==> src/rtl/sca_pkg.sv <==
package sca_pkg;

   // Largest of three non-negative lags.
   function automatic int lag_max3(input int a, input int b, input int c);
      int m;
      m = a;
      if (b > m) m = b;
      if (c > m) m = c;
      return m;
   endfunction

   // Bits needed to count from 0 up to and including n (at least 1).
   function automatic int count_bits(input int n);
      int w;
      w = 1;
      while ((1 << w) <= n) w++;
      return w;
   endfunction

endpackage

==> src/rtl/sca_delay_line.sv <==
module sca_delay_line #(
   parameter int WIDTH = 3,
   parameter int DEPTH = 1
) (
   input  logic             clk,
   input  logic             rst,
   input  logic [WIDTH-1:0] din,
   output logic [WIDTH-1:0] dout
);

   generate
      if (DEPTH == 0) begin : g_wire
         assign dout = din;
      end else begin : g_shift
         logic [WIDTH-1:0] taps [DEPTH];

         always_ff @(posedge clk) begin
            if (rst) begin
               for (int i = 0; i < DEPTH; i++) taps[i] <= '0;
            end else begin
               taps[0] <= din;
               for (int i = 1; i < DEPTH; i++) taps[i] <= taps[i-1];
            end
         end

         assign dout = taps[DEPTH-1];
      end
   endgenerate

endmodule

==> src/rtl/sca_fill_ctr.sv <==
module sca_fill_ctr #(
   parameter int LIMIT = 2
) (
   input  logic clk,
   input  logic rst,
   output logic full
);
   import sca_pkg::*;

   localparam int CW = count_bits(LIMIT);

   generate
      if (LIMIT == 0) begin : g_none
         assign full = 1'b1;
      end else begin : g_count
         logic [CW-1:0] cnt_q;

         always_ff @(posedge clk) begin
            if (rst)                          cnt_q <= '0;
            else if (cnt_q != CW'(LIMIT))     cnt_q <= cnt_q + 1'b1;
         end

         assign full = (cnt_q == CW'(LIMIT));
      end
   endgenerate

endmodule

==> src/rtl/stage_code_aligner.sv <==
module stage_code_aligner #(
   parameter int S1_W   = 3,
   parameter int S2_W   = 3,
   parameter int S3_W   = 2,
   parameter int S1_LAG = 2,
   parameter int S2_LAG = 1,
   parameter int S3_LAG = 0
) (
   input  logic                       clk,
   input  logic                       rst,
   input  logic [S1_W-1:0]            st1_code,
   input  logic [S2_W-1:0]            st2_code,
   input  logic [S3_W-1:0]            st3_code,
   output logic [S1_W+S2_W+S3_W-1:0]  word_out,
   output logic                       word_valid
);
   import sca_pkg::*;

   localparam int WORD_W  = S1_W + S2_W + S3_W;
   localparam int MAX_LAG = lag_max3(S1_LAG, S2_LAG, S3_LAG);

   initial begin
      assert (S1_W > 0 && S2_W > 0 && S3_W > 0)
         else $error("stage_code_aligner: stage widths must be positive");
      assert (S1_LAG >= 0 && S2_LAG >= 0 && S3_LAG >= 0)
         else $error("stage_code_aligner: lags must not be negative");
      assert (S1_LAG >= S2_LAG && S2_LAG >= S3_LAG)
         else $error("stage_code_aligner: earlier stages need the longer lag");
      assert (MAX_LAG < 1024)
         else $error("stage_code_aligner: lag out of range");
   end

   logic [S1_W-1:0] st1_al;
   logic [S2_W-1:0] st2_al;
   logic [S3_W-1:0] st3_al;
   logic            filled;

   sca_delay_line #(.WIDTH(S1_W), .DEPTH(S1_LAG)) u_dl1 (
      .clk(clk), .rst(rst), .din(st1_code), .dout(st1_al)
   );

   sca_delay_line #(.WIDTH(S2_W), .DEPTH(S2_LAG)) u_dl2 (
      .clk(clk), .rst(rst), .din(st2_code), .dout(st2_al)
   );

   sca_delay_line #(.WIDTH(S3_W), .DEPTH(S3_LAG)) u_dl3 (
      .clk(clk), .rst(rst), .din(st3_code), .dout(st3_al)
   );

   sca_fill_ctr #(.LIMIT(MAX_LAG)) u_fill (
      .clk(clk), .rst(rst), .full(filled)
   );

   logic [WORD_W-1:0] joined;
   assign joined = {st1_al, st2_al, st3_al};

   always_ff @(posedge clk) begin
      if (rst) begin
         word_out   <= '0;
         word_valid <= 1'b0;
      end else begin
         word_out   <= filled ? joined : '0;
         word_valid <= filled;
      end
   end

endmodule

==> config.mk <==
export PLATFORM = sky130hd
export DESIGN_NAME = stage_code_aligner
export DESIGN_NICKNAME = d
export VERILOG_FILES = /design/src/rtl/sca_pkg.sv /design/src/rtl/sca_delay_line.sv /design/src/rtl/sca_fill_ctr.sv /design/src/rtl/stage_code_aligner.sv
export SDC_FILE = /design/constraint.sdc
export NUM_CORES = 1
export LEC_CHECK = 0
export CAP_MARGIN = 10
export CORE_MARGIN = 2
export CORE_UTILIZATION = 40
export DETAILED_ROUTE_END_ITERATION = 8
export DONT_BUFFER_PORTS = 1
export GPL_ROUTABILITY_DRIVEN = 0
export SLEW_MARGIN = 20
export SYNTH_ARGS = -nofsm -noshare
export SYNTH_HDL_FRONTEND = slang
export SYNTH_SLANG_ARGS = --single-unit
==> constraint.sdc <==
create_clock -name clk -period 1.2 [get_ports clk]
set_input_delay 0.24 -clock clk [delete_from_list [all_inputs] [get_ports clk]]
set_output_delay 0.24 -clock clk [all_outputs]
set_load 0.1 [all_outputs]
## Word-level counts from Yosys, hierarchy flattened

Memories as Yosys holds them, arrays and structs flattened. A register that Yosys moved wholly into a read port is not among the register bits.
Index checks and enable logic that the tools add are counted.

- Memory bits (writable): 9
- Memory bits (read-only): 0
- Logic and storage cells: 20
- Memories kept: 2
- Output and inout bits: 9
- Flip-flop bits (word level): 11
- Latch bits: 0
- Input port bits: 10

Memories:

| memory | words | bits a word | read ports | clocked after memory_dff | write ports | line | source |
|---|---|---|---|---|---|---|---|
| u_dl1.g_shift.taps | 2 | 3 | 2 | 1 | 2 | sca_delay_line.sv:15 | `logic [WIDTH-1:0] taps [DEPTH];` |
| u_dl2.g_shift.taps | 1 | 3 | 1 | 1 | 1 | sca_delay_line.sv:15 |  |

- Magnitude comparators: 0
- Equality and inequality tests: 2
- Add/subtract/negate cells: 1
- Bitwise logic cells: 3
- $mul: 0
- Shift-type cells: 0
- Mux-type cells: 7
- Divide/modulo/power cells: 0
- Reduce and logical (&&, ||, !) cells: 2

Operator list:

| cell | count |
|---|---|
| $mux 3 | 3 |
| $mux 1 | 4 |
| $reduce_or 3->1 | 1 |
| $add 2x1->2 const B | 1 |
| $eq 2x2->1 const B | 1 |
| $ne 2x2->1 const B | 1 |
| $or 1x1->1 | 2 |
| $reduce_or 2->1 | 1 |
| $not 1->1 | 1 |

## Logic depth before layout (Yosys ltp)

- Depth after elaboration: 3
- Mapped depth: 4

## Hierarchy

A second synthesis with hierarchy kept.

- Cell total of the unflattened synthesis: 51
- Area total of the unflattened synthesis: 630.6 sq um

Modules (own cells, without submodules):

| module | cells each | times used | sequential area each (sq um) | area an instance (sq um) |
|---|---|---|---|---|
| stage_code_aligner | 18 | 1 | 180.2 | 256.5 |
| sca_delay_line (u_dl1) | 15 | 1 | 120.1 | 180.2 |
| sca_fill_ctr | 10 | 1 | 40.0 | 100.1 |
| sca_delay_line (u_dl2) | 6 | 1 | 60.1 | 78.8 |
| sca_delay_line (u_dl3) | 2 | 1 | 0.0 | 15.0 |

## Worst setup path after synthesis

No wires, ideal clock.

- Kind: register -> output
- From: reg word_out[0]
- To: out word_out[0]
- Slack: 51 ps
- Data arrival time: 909 ps
- Cell stages (with the launch flop): 1
- Data required time: 960 ps
- Cell sequence: dfxtp_1

RTL lines:

| item | line | source |
|---|---|---|
| start: declaration | stage_code_aligner.sv:14 | `output logic [S1_W+S2_W+S3_W-1:0] word_out,` |
| start signal: assignment | stage_code_aligner.sv:62 | `word_out <= filled ? joined : '0;` |

No word-level cell between the ends.

## Final worst setup path

- From: reg u_fill.g_count.cnt_q[0]
- To: reg u_fill.g_count.cnt_q[1]

- Word-level cells in the longest chain between the ends: 1
- Elaborated cells on any way between the ends: 2

RTL lines:

| item | line | source |
|---|---|---|
| start: declaration | sca_fill_ctr.sv:16 | `logic [CW-1:0] cnt_q;` |
| start signal: assignment | sca_fill_ctr.sv:20 | `else if (cnt_q != CW'(LIMIT)) cnt_q <= cnt_q + 1'b1;` |
| $add 2x1->2 / $ne 2x2->1 (equally long branches) | sca_fill_ctr.sv:20 |  |

Several ways; a longest one is shown, not always the timed one.
A chain may end at the register's enable or synchronous reset.

==> impl_metrics.py <==
metrics = {
    "run_status": {
        "outcome": "complete, no violations",
    },
    "layout": {
        "num-fill-cells": 112,
        "antenna_cells": 0,
        "final_layout_size_suffix_gt1_share_pct": 23.0,
        "nets": 75,
        "syn_to_final_growth_pct": 39.4,
    },
    "floorplanning": {
        "pin_count": 19,
        "die_height_um": 42.5,
        "dieWidth_um": 42.5,
        "initial_utilization_pct": 44.0,
        "die_area_sq_um": 1810,
        "core_region_area_sq_um": 1350,
        "fp-row-count": 13,
    },
    "timing": {
        "hold_viol": 0,
        "finalSetupTns_ns": 0,
        "slew_headroom_pct": 89.0,
        "fmax_ghz": 0.891,
        "min_period_ns": 1.12,
        "worst_pin_slew_ns": 0.165,
        "whs_ns": 0.0203,
        "final_max_slew_viol_count": 0,
        "finClkSkew_ns": 0.00580,
        "finalCritPeriodShare_pct": 93.5,
        "setup_viol": 0,
        "rsz0062_at_grt": "false",
    },
    "hold_path": {
        "hold_class": "input pin to flip-flop",
        "hold_depth": 1,
        "holdPathEnd": "u_fill.g_count.cnt_q[0]",
        "hold_start": "rst",
    },
    "yosys": {
        "synthXorXnorAreaFrac_pct": 1.47,
        "syn_avg_cell_area_sq_um": 12.4,
        "synthMuxAreaShare_pct": 0,
        "yosys.area_share.simple_pct": 23.6,
        "synthesis.nets": 60,
        "yosysWarningCount": 0,
        "yosys.area_share.adder_pct": 4.21,
        "synth_compound_area_share_pct": 1.47,
        "ys_seq_area_share_pct": 67.4,
        "synthCells": 48,
        "synthesis.area_sq_um": 594,
        "synth.top_cell.area_share_pct": 67.4,
        "synth_top_family_by_area": "simple AND/OR/NAND/NOR gates",
        "netlist-cell-type-count": 12,
        "synth_largest_area_cell": "dfxtp_1",
        "yosys-top-cells-area": "dfxtp_1, nor2b_1, and2_1, ha_1, nor2b_4",
        "yosys_register_bits": 20,
    },
    "power": {
        "p_clk_share_pct": 18.6,
        "p_sw_share_pct": 31.4,
        "p_leak_nw": 0.341,
        "pwr-share-comb_pct": 29.6,
        "power.switching_uw": 476,
        "p_seq_share_pct": 51.8,
        "power.internal_mw": 1.04,
        "pwr_density_cell_nw_per_um2": 1830,
        "ir_drop_mv": 1.09,
    },
    "global_routing": {
        "grt_use_total_pct": 10.8,
        "grt_overflow_total": 0,
        "grt_start_max_net_pins": 14,
        "grt_pass1_wl_mm": 1.39,
        "antenna_found_initial": 0,
        "grt_pass1_vias": 345,
    },
    "clock_network": {
        "clock_latency_ns": 0.28,
        "clock_tree.root_cell": "clkbuf_4",
        "clk_pin_slew_ns": 0.10,
        "clockBufferDepth": 2,
        "cts_buffers": 3,
        "htreeDepth": 1,
        "clock_sinks": 20,
        "postCtsSetupRepairBufs": 0,
        "hold_buffers": 1,
        "cts_resized": 0,
        "cts_tree": "yes",
    },
    "worst_setup_path": {
        "r2r-end": "u_fill.g_count.cnt_q[1]",
        "worstPathMaxFanout": 4,
        "cp_data_arrival_time_ns": 1.35,
        "cp-start-kind": "flip-flop",
        "ff2ff_path_depth": 4,
        "cp.required_ns": 1.43,
        "cp-end-kind": "flip-flop",
        "crit_type": "flip-flop to flip-flop",
        "r2r-start": "u_fill.g_count.cnt_q[0]",
        "reg2reg_slack_ns": 0.08,
    },
    "job": {
        "max_cap_violations": 0,
    },
    "route": {
        "drc": 0,
        "wirelength_um": 850,
        "antenna_left": 0,
        "drtPass1Iterations": 2,
        "vias": 349,
        "via_per_inst": 4.59,
        "drt-wirelength-per-cell_um": 11.2,
        "drtIter0Drc": 1,
    },
    "placement": {
        "place_hpwl_um": 659,
        "port_buffers": 0,
    },
}
-- worst max-delay path by stage --
stage,start,slack [ns],endpoint,cells past startpoint
2_1_floorplan,word_out[0],0.05,word_out[0],0
3_3_place_gp,u_fill.g_count.cnt_q[0],0.16,u_fill.g_count.cnt_q[1],4
3_5_place_dp,u_fill.g_count.cnt_q[0],0.1,u_fill.g_count.cnt_q[1],4
4_1_cts,u_fill.g_count.cnt_q[0],0.07,u_fill.g_count.cnt_q[1],4
5_1_grt,u_fill.g_count.cnt_q[0],0.004,u_fill.g_count.cnt_q[1],4
6_report,u_fill.g_count.cnt_q[0],0.08,u_fill.g_count.cnt_q[1],4
-- cell families (layout without fill, tap and decap cells) --
group | Yosys count | count (layout)
xor+xnor | 1 | 1
buf+inv | 2 | 15
fa+ha+maj | 2 | 2
simple gates | 22 | 22
flops | 20 | 20
compound gates | 1 | 1
-- layout make-up --
| cell class | count | area, sq um | area share [%] |
|---|---|---|---|
| inverters | 1 | 3.75 | 0.453 |
| repair buffers | 11 | 200 | 24.2 |
| well taps | 15 | 18.8 | 2.27 |
| clock buffers | 3 | 22.5 | 2.72 |
| flip-flops and latches | 20 | 400 | 48.3 |
| multi-input cells | 26 | 183 | 22.1 |
-- Yosys cell counts --
cell type  count
a21oi_2        1
and2_1         8
buf_4          1
dfxtp_1       20
ha_1           2
inv_1          1
nand2_1        1
nor2_1         1
nor2b_1       10
nor2b_4        1
or2_1          1
xor2_1         1
-- cells in the final DEF, fill, tap and decap left out --
cell,Yosys,routed
nor2_1,1,1
inv_1,1,1
nand2_1,1,1
dlygate4sd3_1,0,2
and2_1,8,8
xor2_1,1,1
or2_1,1,1
nor2b_4,1,1
a21oi_2,1,1
dfxtp_1,20,20
clkbuf_4,0,3
ha_1,2,2
buf_12,0,9
nor2b_1,10,10
-- metal layers --
metal / track usage [%] / part of all wire (%) / vias up
met5: 0 / 0 / -
li1: - / - / 171
met1: 8.87 / 36 / 165
met3: 2.59 / 6.1 / 2
met2: 21.5 / 57 / 11
met4: 7.50 / 0.47 / 0
-- through the flow --
stage	setup slack (ns)	utilization [%]	cells	area, sq um	power, mW
after global placement	0.162	58.2	71	786	1.21
final	0.0781	61.4	76	828	1.51
after floorplan	0.0510	-	48	594	1.10
after CTS	0.0654	60.6	75	818	1.53
after global routing	0.00383	61.4	76	828	1.59
after detailed placement	0.0960	58.2	71	786	1.24
-- power groups by stage --
| stage | combinational (mW) | clock [mW] | sequential, mW |
|---|---|---|---|
| 4_1_cts | 0.447 | 0.295 | 0.786 |
| 6_report | 0.448 | 0.282 | 0.783 |
| 2_1_floorplan | 0.161 | 0 | 0.942 |
| 3_3_place_gp | 0.424 | 0 | 0.790 |
| 3_5_place_dp | 0.442 | 0 | 0.801 |
| 5_1_grt | 0.478 | 0.320 | 0.792 |
-- sequential cells by signal, indices dropped and copies added (netlist names) --
register	cells
word_valid	1
u_dl2.g_shift.taps	3
word_out	8
u_fill.g_count.cnt_q	2
u_dl1.g_shift.taps	6
-- critical path, stage by stage (launching register included) --
cell	delay [ns]
dfxtp_1	0.37
inv_1	0.07
ha_1	0.25
or2_1	0.25
a21oi_2	0.13
(Power assumes the default switching activity.)
